## src/rtl/eth_txq_pkg.sv

```systemverilog
package eth_txq_pkg;

    typedef enum logic [1:0] {
        ST_FILL   = 2'd0,
        ST_SEND   = 2'd1,
        ST_REWIND = 2'd2
    } txq_state_e;

    typedef struct packed {
        logic       swap;
        logic [1:0] start_code;
        logic [1:0] wm_code;
    } txq_cfg_t;

    localparam txq_cfg_t CFG_DEFAULT = '{swap: 1'b0, start_code: 2'b10, wm_code: 2'b00};

    function automatic int unsigned start_bytes(input logic [1:0] code);
        int unsigned n;
        unique case (code)
            2'b00:   n = 4;
            2'b01:   n = 16;
            2'b10:   n = 64;
            default: n = 112;
        endcase
        return n;
    endfunction

    function automatic int unsigned wm_cycles(input logic [1:0] code);
        int unsigned n;
        unique case (code)
            2'b01:   n = 16;
            2'b10:   n = 32;
            default: n = 8;
        endcase
        return n;
    endfunction

endpackage

```

## src/rtl/eth_txq_cfg.sv

```systemverilog
module eth_txq_cfg
    import eth_txq_pkg::*;
(
    input  logic       clk,
    input  logic       rst_n,
    input  logic       cfg_we,
    input  logic       cfg_addr,
    input  logic [7:0] cfg_wdata,
    output txq_cfg_t   cfg
);

    logic soft_rst;

    assign soft_rst = cfg_we && !cfg_addr && cfg_wdata[7];

    always_ff @(posedge clk or negedge rst_n) begin
        if (!rst_n) begin
            cfg <= CFG_DEFAULT;
        end else if (soft_rst) begin
            cfg <= CFG_DEFAULT;
        end else if (cfg_we) begin
            if (!cfg_addr) begin
                cfg.swap       <= cfg_wdata[0];
                cfg.start_code <= cfg_wdata[2:1];
            end else if (cfg_wdata[2] && (cfg_wdata[1:0] != 2'b11)) begin
                cfg.wm_code <= cfg_wdata[1:0];
            end
        end
    end

endmodule

```

## src/rtl/eth_txq_mem.sv

```systemverilog
module eth_txq_mem #(
    parameter  int DEPTH = 128,
    localparam int AW    = $clog2(DEPTH)
) (
    input  logic          clk,
    input  logic          we,
    input  logic [AW-1:0] waddr,
    input  logic [8:0]    wdata_lo,
    input  logic [8:0]    wdata_hi,
    input  logic [AW-1:0] raddr,
    output logic [8:0]    rdata
);

    logic [8:0] ram [DEPTH];

    always_ff @(posedge clk) begin
        if (we) begin
            ram[waddr]        <= wdata_lo;
            ram[waddr + 1'b1] <= wdata_hi;
        end
    end

    assign rdata = ram[raddr];

endmodule

```

## src/rtl/eth_txq_ctl.sv

```systemverilog
module eth_txq_ctl
    import eth_txq_pkg::*;
#(
    parameter  int DEPTH  = 128,
    parameter  int RETAIN = 64,
    localparam int PW     = $clog2(DEPTH) + 1,
    localparam int CW     = (PW > 8) ? PW : 8
) (
    input  logic          clk,
    input  logic          rst_n,
    input  txq_cfg_t      cfg,
    input  logic          hw_valid,
    input  logic          hw_eof,
    input  logic          ipg_done,
    input  logic          mac_rd,
    input  logic          retry,
    input  logic          rd_last,
    output logic          wr_en,
    output logic [PW-2:0] wr_addr,
    output logic [PW-2:0] rd_addr,
    output logic          hw_req,
    output logic          tx_start,
    output logic          mac_valid,
    output logic [CW-1:0] free_bytes,
    output logic [CW-1:0] sent_cnt
);

    txq_state_e    state_q, state_d;
    logic [PW-1:0] wr_q, rd_q, start_q, frames_q;
    logic [CW-1:0] sent_q;
    logic [PW-1:0] rel_ptr;
    logic [CW-1:0] used, free, fill, thr, need;
    logic          avail, full, launch, retry_ok, rd_fire, rd_commit;
    logic          frame_in, frame_out;

    // occupancy and thresholds
    always_comb begin
        rel_ptr = (sent_q < CW'(RETAIN)) ? start_q : rd_q;
        used    = CW'(wr_q - rel_ptr);
        free    = CW'(DEPTH) - used;
        fill    = CW'(wr_q - start_q);
        thr     = CW'(start_bytes(cfg.start_code));
        need    = CW'(2 * (wm_cycles(cfg.wm_code) + 1));
    end

    assign avail     = (rd_q != wr_q);
    assign full      = (free < CW'(2));
    assign wr_en     = hw_valid && !full;
    assign launch    = ipg_done && ((fill >= thr) || (frames_q != '0) || full);
    assign rd_fire   = mac_valid && mac_rd;
    assign retry_ok  = (state_q == ST_SEND) && retry && (sent_q < CW'(RETAIN));
    assign rd_commit = rd_fire && !retry_ok;
    assign frame_in  = wr_en && hw_eof;
    assign frame_out = rd_commit && rd_last;

    // next state
    always_comb begin
        state_d = state_q;
        unique case (state_q)
            ST_FILL:   if (launch) state_d = ST_SEND;
            ST_SEND: begin
                if (retry_ok)       state_d = ST_REWIND;
                else if (frame_out) state_d = ST_FILL;
            end
            ST_REWIND: state_d = ST_FILL;
            default:   state_d = ST_FILL;
        endcase
    end

    // state register
    always_ff @(posedge clk or negedge rst_n) begin
        if (!rst_n) state_q <= ST_FILL;
        else        state_q <= state_d;
    end

    // outputs from state
    always_comb begin
        tx_start  = 1'b0;
        mac_valid = 1'b0;
        unique case (state_q)
            ST_FILL:   ;
            ST_SEND: begin
                tx_start  = 1'b1;
                mac_valid = avail;
            end
            ST_REWIND: ;
            default:   ;
        endcase
    end

    // pointers and counters
    always_ff @(posedge clk or negedge rst_n) begin
        if (!rst_n) begin
            wr_q     <= '0;
            rd_q     <= '0;
            start_q  <= '0;
            sent_q   <= '0;
            frames_q <= '0;
        end else begin
            if (wr_en) wr_q <= wr_q + PW'(2);
            if (retry_ok) begin
                rd_q   <= start_q;
                sent_q <= '0;
            end else if (rd_commit) begin
                rd_q <= rd_q + 1'b1;
                if (rd_last) begin
                    start_q <= rd_q + 1'b1;
                    sent_q  <= '0;
                end else if (sent_q < CW'(RETAIN)) begin
                    sent_q <= sent_q + 1'b1;
                end
            end
            unique case ({frame_in, frame_out})
                2'b10:   frames_q <= frames_q + 1'b1;
                2'b01:   frames_q <= frames_q - 1'b1;
                default: frames_q <= frames_q;
            endcase
        end
    end

    assign wr_addr    = wr_q[PW-2:0];
    assign rd_addr    = rd_q[PW-2:0];
    assign hw_req     = (free >= need);
    assign free_bytes = free;
    assign sent_cnt   = sent_q;

endmodule

```

## src/rtl/eth_txq.sv

```systemverilog
module eth_txq
    import eth_txq_pkg::*;
#(
    parameter int DEPTH  = 128,
    parameter int RETAIN = 64
) (
    input  logic        clk,
    input  logic        rst_n,
    input  logic        cfg_we,
    input  logic        cfg_addr,
    input  logic [7:0]  cfg_wdata,
    input  logic        hw_valid,
    input  logic [15:0] hw_data,
    input  logic        hw_eof,
    output logic        hw_req,
    input  logic        ipg_done,
    output logic        tx_start,
    input  logic        mac_rd,
    output logic        mac_valid,
    output logic [7:0]  mac_data,
    output logic        mac_last,
    input  logic        retry
);

    localparam int AW = $clog2(DEPTH);
    localparam int PW = AW + 1;
    localparam int CW = (PW > 8) ? PW : 8;

    txq_cfg_t      cfg;
    logic          wr_en;
    logic [AW-1:0] wr_addr, rd_addr;
    logic [8:0]    rdata;
    logic [7:0]    first_b, second_b;
    logic [CW-1:0] free_bytes, sent_cnt;

    eth_txq_cfg u_cfg (
        .clk      (clk),
        .rst_n    (rst_n),
        .cfg_we   (cfg_we),
        .cfg_addr (cfg_addr),
        .cfg_wdata(cfg_wdata),
        .cfg      (cfg)
    );

    assign first_b  = cfg.swap ? hw_data[15:8] : hw_data[7:0];
    assign second_b = cfg.swap ? hw_data[7:0]  : hw_data[15:8];

    eth_txq_mem #(.DEPTH(DEPTH)) u_mem (
        .clk     (clk),
        .we      (wr_en),
        .waddr   (wr_addr),
        .wdata_lo({1'b0, first_b}),
        .wdata_hi({hw_eof, second_b}),
        .raddr   (rd_addr),
        .rdata   (rdata)
    );

    eth_txq_ctl #(.DEPTH(DEPTH), .RETAIN(RETAIN)) u_ctl (
        .clk       (clk),
        .rst_n     (rst_n),
        .cfg       (cfg),
        .hw_valid  (hw_valid),
        .hw_eof    (hw_eof),
        .ipg_done  (ipg_done),
        .mac_rd    (mac_rd),
        .retry     (retry),
        .rd_last   (rdata[8]),
        .wr_en     (wr_en),
        .wr_addr   (wr_addr),
        .rd_addr   (rd_addr),
        .hw_req    (hw_req),
        .tx_start  (tx_start),
        .mac_valid (mac_valid),
        .free_bytes(free_bytes),
        .sent_cnt  (sent_cnt)
    );

    assign mac_data = rdata[7:0];
    assign mac_last = rdata[8];

endmodule

```

## config.mk

```make
export PLATFORM = sky130hd
export DESIGN_NAME = eth_txq
export DESIGN_NICKNAME = d
export VERILOG_FILES = /design/src/rtl/eth_txq_pkg.sv /design/src/rtl/eth_txq_cfg.sv /design/src/rtl/eth_txq_mem.sv /design/src/rtl/eth_txq_ctl.sv /design/src/rtl/eth_txq.sv
export SDC_FILE = /design/constraint.sdc
export NUM_CORES = 1
export LEC_CHECK = 0
export ABC_AREA = 1
export BUFFER_PORTS_ARGS = -buffer_cell sky130_fd_sc_hd__buf_2
export CAP_MARGIN = 10
export CELL_PAD_IN_SITES_DETAIL_PLACEMENT = 1
export CELL_PAD_IN_SITES_GLOBAL_PLACEMENT = 2
export CORE_AREA = 2 2 327 329
export CTS_BUF_LIST = sky130_fd_sc_hd__clkbuf_8
export CTS_CLUSTER_DIAMETER = 50
export CTS_CLUSTER_SIZE = 24
export DETAILED_ROUTE_END_ITERATION = 8
export DIE_AREA = 0 0 329 331
export PLACE_DENSITY = 0.84
export SLEW_MARGIN = 10
export SYNTH_ARGS = -nofsm -noshare
export SYNTH_HDL_FRONTEND = slang
export SYNTH_SLANG_ARGS = --single-unit
```

## constraint.sdc

```tcl
create_clock -name clk -period 5.7 [get_ports clk]
set_input_delay 1.14 -clock clk [delete_from_list [all_inputs] [get_ports clk]]
set_output_delay 1.14 -clock clk [all_outputs]
set_load 0.05 [all_outputs]
```

==> key figures <==
Routing
  • Drt total wl: 136800 um
  • Remaining antenna violation count after routing: 0
  • DRC errors left: 0
  • Vias per cell: 5.820
  • Initial DRC Count: 2901
  • WL/cell: around 25 um
  • Total number of vias: 31694
  • DR pass1 iterations: 5

Setup path
  • Crit path cell chain: inv_6, buf_4, buf_4, o21ai_0, o22ai_1, nand2_1, nand2_1, nand2_1, o21ai_0, o21ai_0, nand2_1, nand2_1, inv_1, buf_2
  • Critical Path End: mac_data[3]
  • CP startpoint kind: register
  • Most used cell, CP: nand2_1
  • CP endpoint kind: output port
  • Slowest cell delay on critical path: 0.57 ns
  • FF-to-FF setup slack: around 0.84 ns
  • CP startpoint: u_ctl.rd_q[1]
  • Capturing point of the worst reg2reg path: u_ctl.frames_q[6]
  • WP data required: 4.56 ns
  • Worst reg2reg path depth: 27
  • Crit path max-delay family: buffers and inverters
  • Slowest cell on crit path: dfrtp_4
  • CP Max Fanout: 40
  • Crit path kind: register to output port
  • Reg-to-Reg Start: u_ctl.rd_q[2]
  • Worst Path Arrival: about 4.2 ns
  • Crit path buf inv count: 5
  • WP depth: 14

Finish
  • Final std cells w/o fill: 5446
  • Commonest non-fill, non-tap cell in the layout: edfxtp_1
  • NumNets Final: 4019
  • Proportion of layout cells with a drive suffix above 1: 12.19%
  • Most frequent cells in the layout: edfxtp_1, nor2_1, o21ai_0
  • P&R area growth vs syn: 11.20%
  • Post-Route Utilization: 49.91%

Timing
  • Fin worst setup slack: 0.3890 ns
  • Max Clock Skew: between 0.08 and 0.09 ns
  • # setup viols final: 0
  • Worst Max-Slew Pin Slew: 1.241 ns
  • Fin crit share: 93.18%
  • Setup TNS: 0 ns
  • Max-slew headroom: 17.26%
  • RSZ-0062 raised after global routing: false
  • Max Freq: 0.1883 GHz
  • Min cycle time layout: about 5.3 ns
  • Max Slew Vio Count: 0
  • Hold Fails Final Rpt: 0

Logic synthesis
  • Post-Syn Area: 47110 sq um
  • Async SR Flop Fraction: 4.056%
  • Count of cell types in the netlist: 50
  • Area share of the largest cell type after synthesis: 69.35%
  • Cell taking the most area after synthesis: edfxtp_1
  • Ys Warns: 0
  • Syn_nets: roughly 4000
  • #FFs+latches synth: ~1100
  • Top cells by area, synth: edfxtp_1, o21ai_0, nor2_1
  • Post-synthesis average cell area: 12.12 sq um
  • Post-synth EDFFs: 1088
  • Seq/Total Area, Yosys: 71.80%
  • Primary FF master, synth: edfxtp_1
  • Post-Synthesis Cells: 3887

Placement
  • Placed cells: 5220
  • PortBufs: 40
  • Post-Place Worst Slack: 0.8483 ns
  • GP Congestion: a little under 0.8
  • Detailed placement HPWL: about 80000 um

Clock network
  • Htree depth: 3
  • Max Buffers Root-to-Sink: 3
  • CTS resizes: 0
  • Clk_lat worst skew: 0.84 ns
  • Clock-pin transition on the worst setup and hold timing paths: ~0.1 ns
  • Clk sinks: 1134
  • Root Buffer: clkbuf_8
  • CTS Buf Count: 119
  • Clock tree from TritonCTS: yes
  • Post-CTS Hold Fix Bufs: 0
  • Post-CTS setup repair buffer count: 0

Floorplan
  • FP Rows: ~120
  • Die Span Y: 331 um
  • Die W: 329 um
  • Starting Density: 44.88%
  • # IOs: 45
  • Die area: 108900 sq um
  • Placeable core area: 105000 sq um

Global route
  • All-Layer GR Usage: about a quarter
  • First-pass GRT wire length: 204600 um
  • Vias in the first global route: 32754
  • Largest net degree at the start of global routing: 169
  • Initial antenna violation count: 5
  • Total grt overflow: 0

Power
  • LEAKAGE: about 18 nW
  • Worst VDD drop: around 0.47 mV
  • Pwr dens: 502.8 nW/um^2

Run status
  • Status: complete, no violations

Worst hold path
  • Worst hold-check path type: input port to async pin

Run
  • Max_cap viols: 0
## per-stage QoR
step | hold WS [ns] | total power, mW | instance area [sq um]
global placement | 0.4849 | 20.11 | 49530
global route | 0.4494 | 27.70 | 52390
detailed placement | 0.4917 | 20.36 | 49530
floorplan | 0.4683 | 16.54 | 47110
CTS | 0.3977 | 26.46 | 52380
finish | 0.4194 | 26.34 | 52390
## Yosys cell counts, types with 3 or more instances
library cell  number
nand3_1          145
ha_1              35
buf_6             11
nand4_1           16
o21ai_0          569
o22ai_1          148
dfrtp_1           45
nand3b_1           3
xnor2_1           12
buf_1             10
nor4_1             4
o211ai_1          95
clkbuf_1         119
o221ai_1          16
buf_4             27
inv_1            123
nor3_1            38
nor2_1           714
clkbuf_2           3
or2_0              4
inv_2              8
nand2_2            4
a21oi_1           57
or2_2             10
a21o_1             6
edfxtp_1        1088
xor2_1            30
o21ai_1           20
o21bai_1           4
or2_1              3
nand2_1          414
o21ai_2            5
buf_2             80
## state kept, by name, summed over array words and instances, names as in the netlist
name,cells
u_ctl.state_q,2
u_ctl.rd_q,8
u_ctl.frames_q,8
u_mem.ram,1088
u_ctl.sent_cnt,8
u_ctl.wr_q,7
u_ctl.start_q,8
u_cfg.cfg,5
## final cells by class
class                           count  area [sq um]
Antenna cell                        2         5.005
Clock buffer                      122          1679
Clock inverter                    102          1171
Fill cell                       10809         52580
Inverter                          131         505.5
Multi-Input combinational cell   2371         11890
Sequential cell                  1134         33840
Tap cell                         1391          1740
Timing Repair Buffer              193          1562
## worst register-to-register path, stage by stage, from the launching register on
cell and delay [ns]:
dfrtp_4 0.68, clkinv_2 0.17, o21ai_0 0.34, ha_1 0.33, fa_1 0.41, nand3_1 0.10, nand2_1 0.08, nand2_1 0.07
nand2_1 0.05, a21oi_1 0.17, nand2_1 0.07, nand2_1 0.11, nand3_2 0.23, nand3_1 0.19, ha_1 0.39, xnor2_1 0.16
inv_1 0.07, ha_1 0.18, nor2_1 0.10, inv_1 0.06, nand2_1 0.07, a21oi_1 0.09, o21ai_0 0.21, nand2_1 0.08
nand2_1 0.08, nand3_1 0.07, nand3_1 0.09, nand2_1 0.06
## worst min-delay path by stage
stage               slack (ns)                 to  cells after the start               from
floorplan                 0.47  u_ctl.sent_cnt[1]                      2  u_ctl.sent_cnt[1]
global placement          0.48  u_ctl.sent_cnt[1]                      2  u_ctl.sent_cnt[1]
detailed placement        0.49  u_ctl.sent_cnt[1]                      2  u_ctl.sent_cnt[1]
CTS                       0.40      u_ctl.wr_q[3]                      2              rst_n
global route              0.45      u_ctl.wr_q[3]                      2              rst_n
finish                    0.42      u_ctl.wr_q[3]                      2              rst_n
## where the power goes
group | switching [mW] | internal (mW)
registers | 0.270 | 9.73
logic | 7.44 | 2.78
clock network | 3.42 | 2.70
total | 11.1 | 15.2
## kinds of logic after synthesis
group	Yosys count	synth area share (%)
buffers and inverters	382	3.678
adder cells (fa/ha/maj)	36	0.9720
AND/OR/NAND/NOR	1365	11.74
AO/OA/AOI/OAI	927	11.01
flip-flops	1134	71.80
multiplexers	1	0.02125
XOR/XNOR	42	0.7808
## per-layer routing
metal	wire length [um]	track usage (%)	part of all wire, %	up-vias
met2	67310	42.53	49	946
met5	7	0	0.0051	-
li1	-	-	-	14153
met1	57820	33.84	42	16350
met4	4316	8.775	3.2	2
met3	7369	2.825	5.4	243
(Power assumes the default switching activity.)
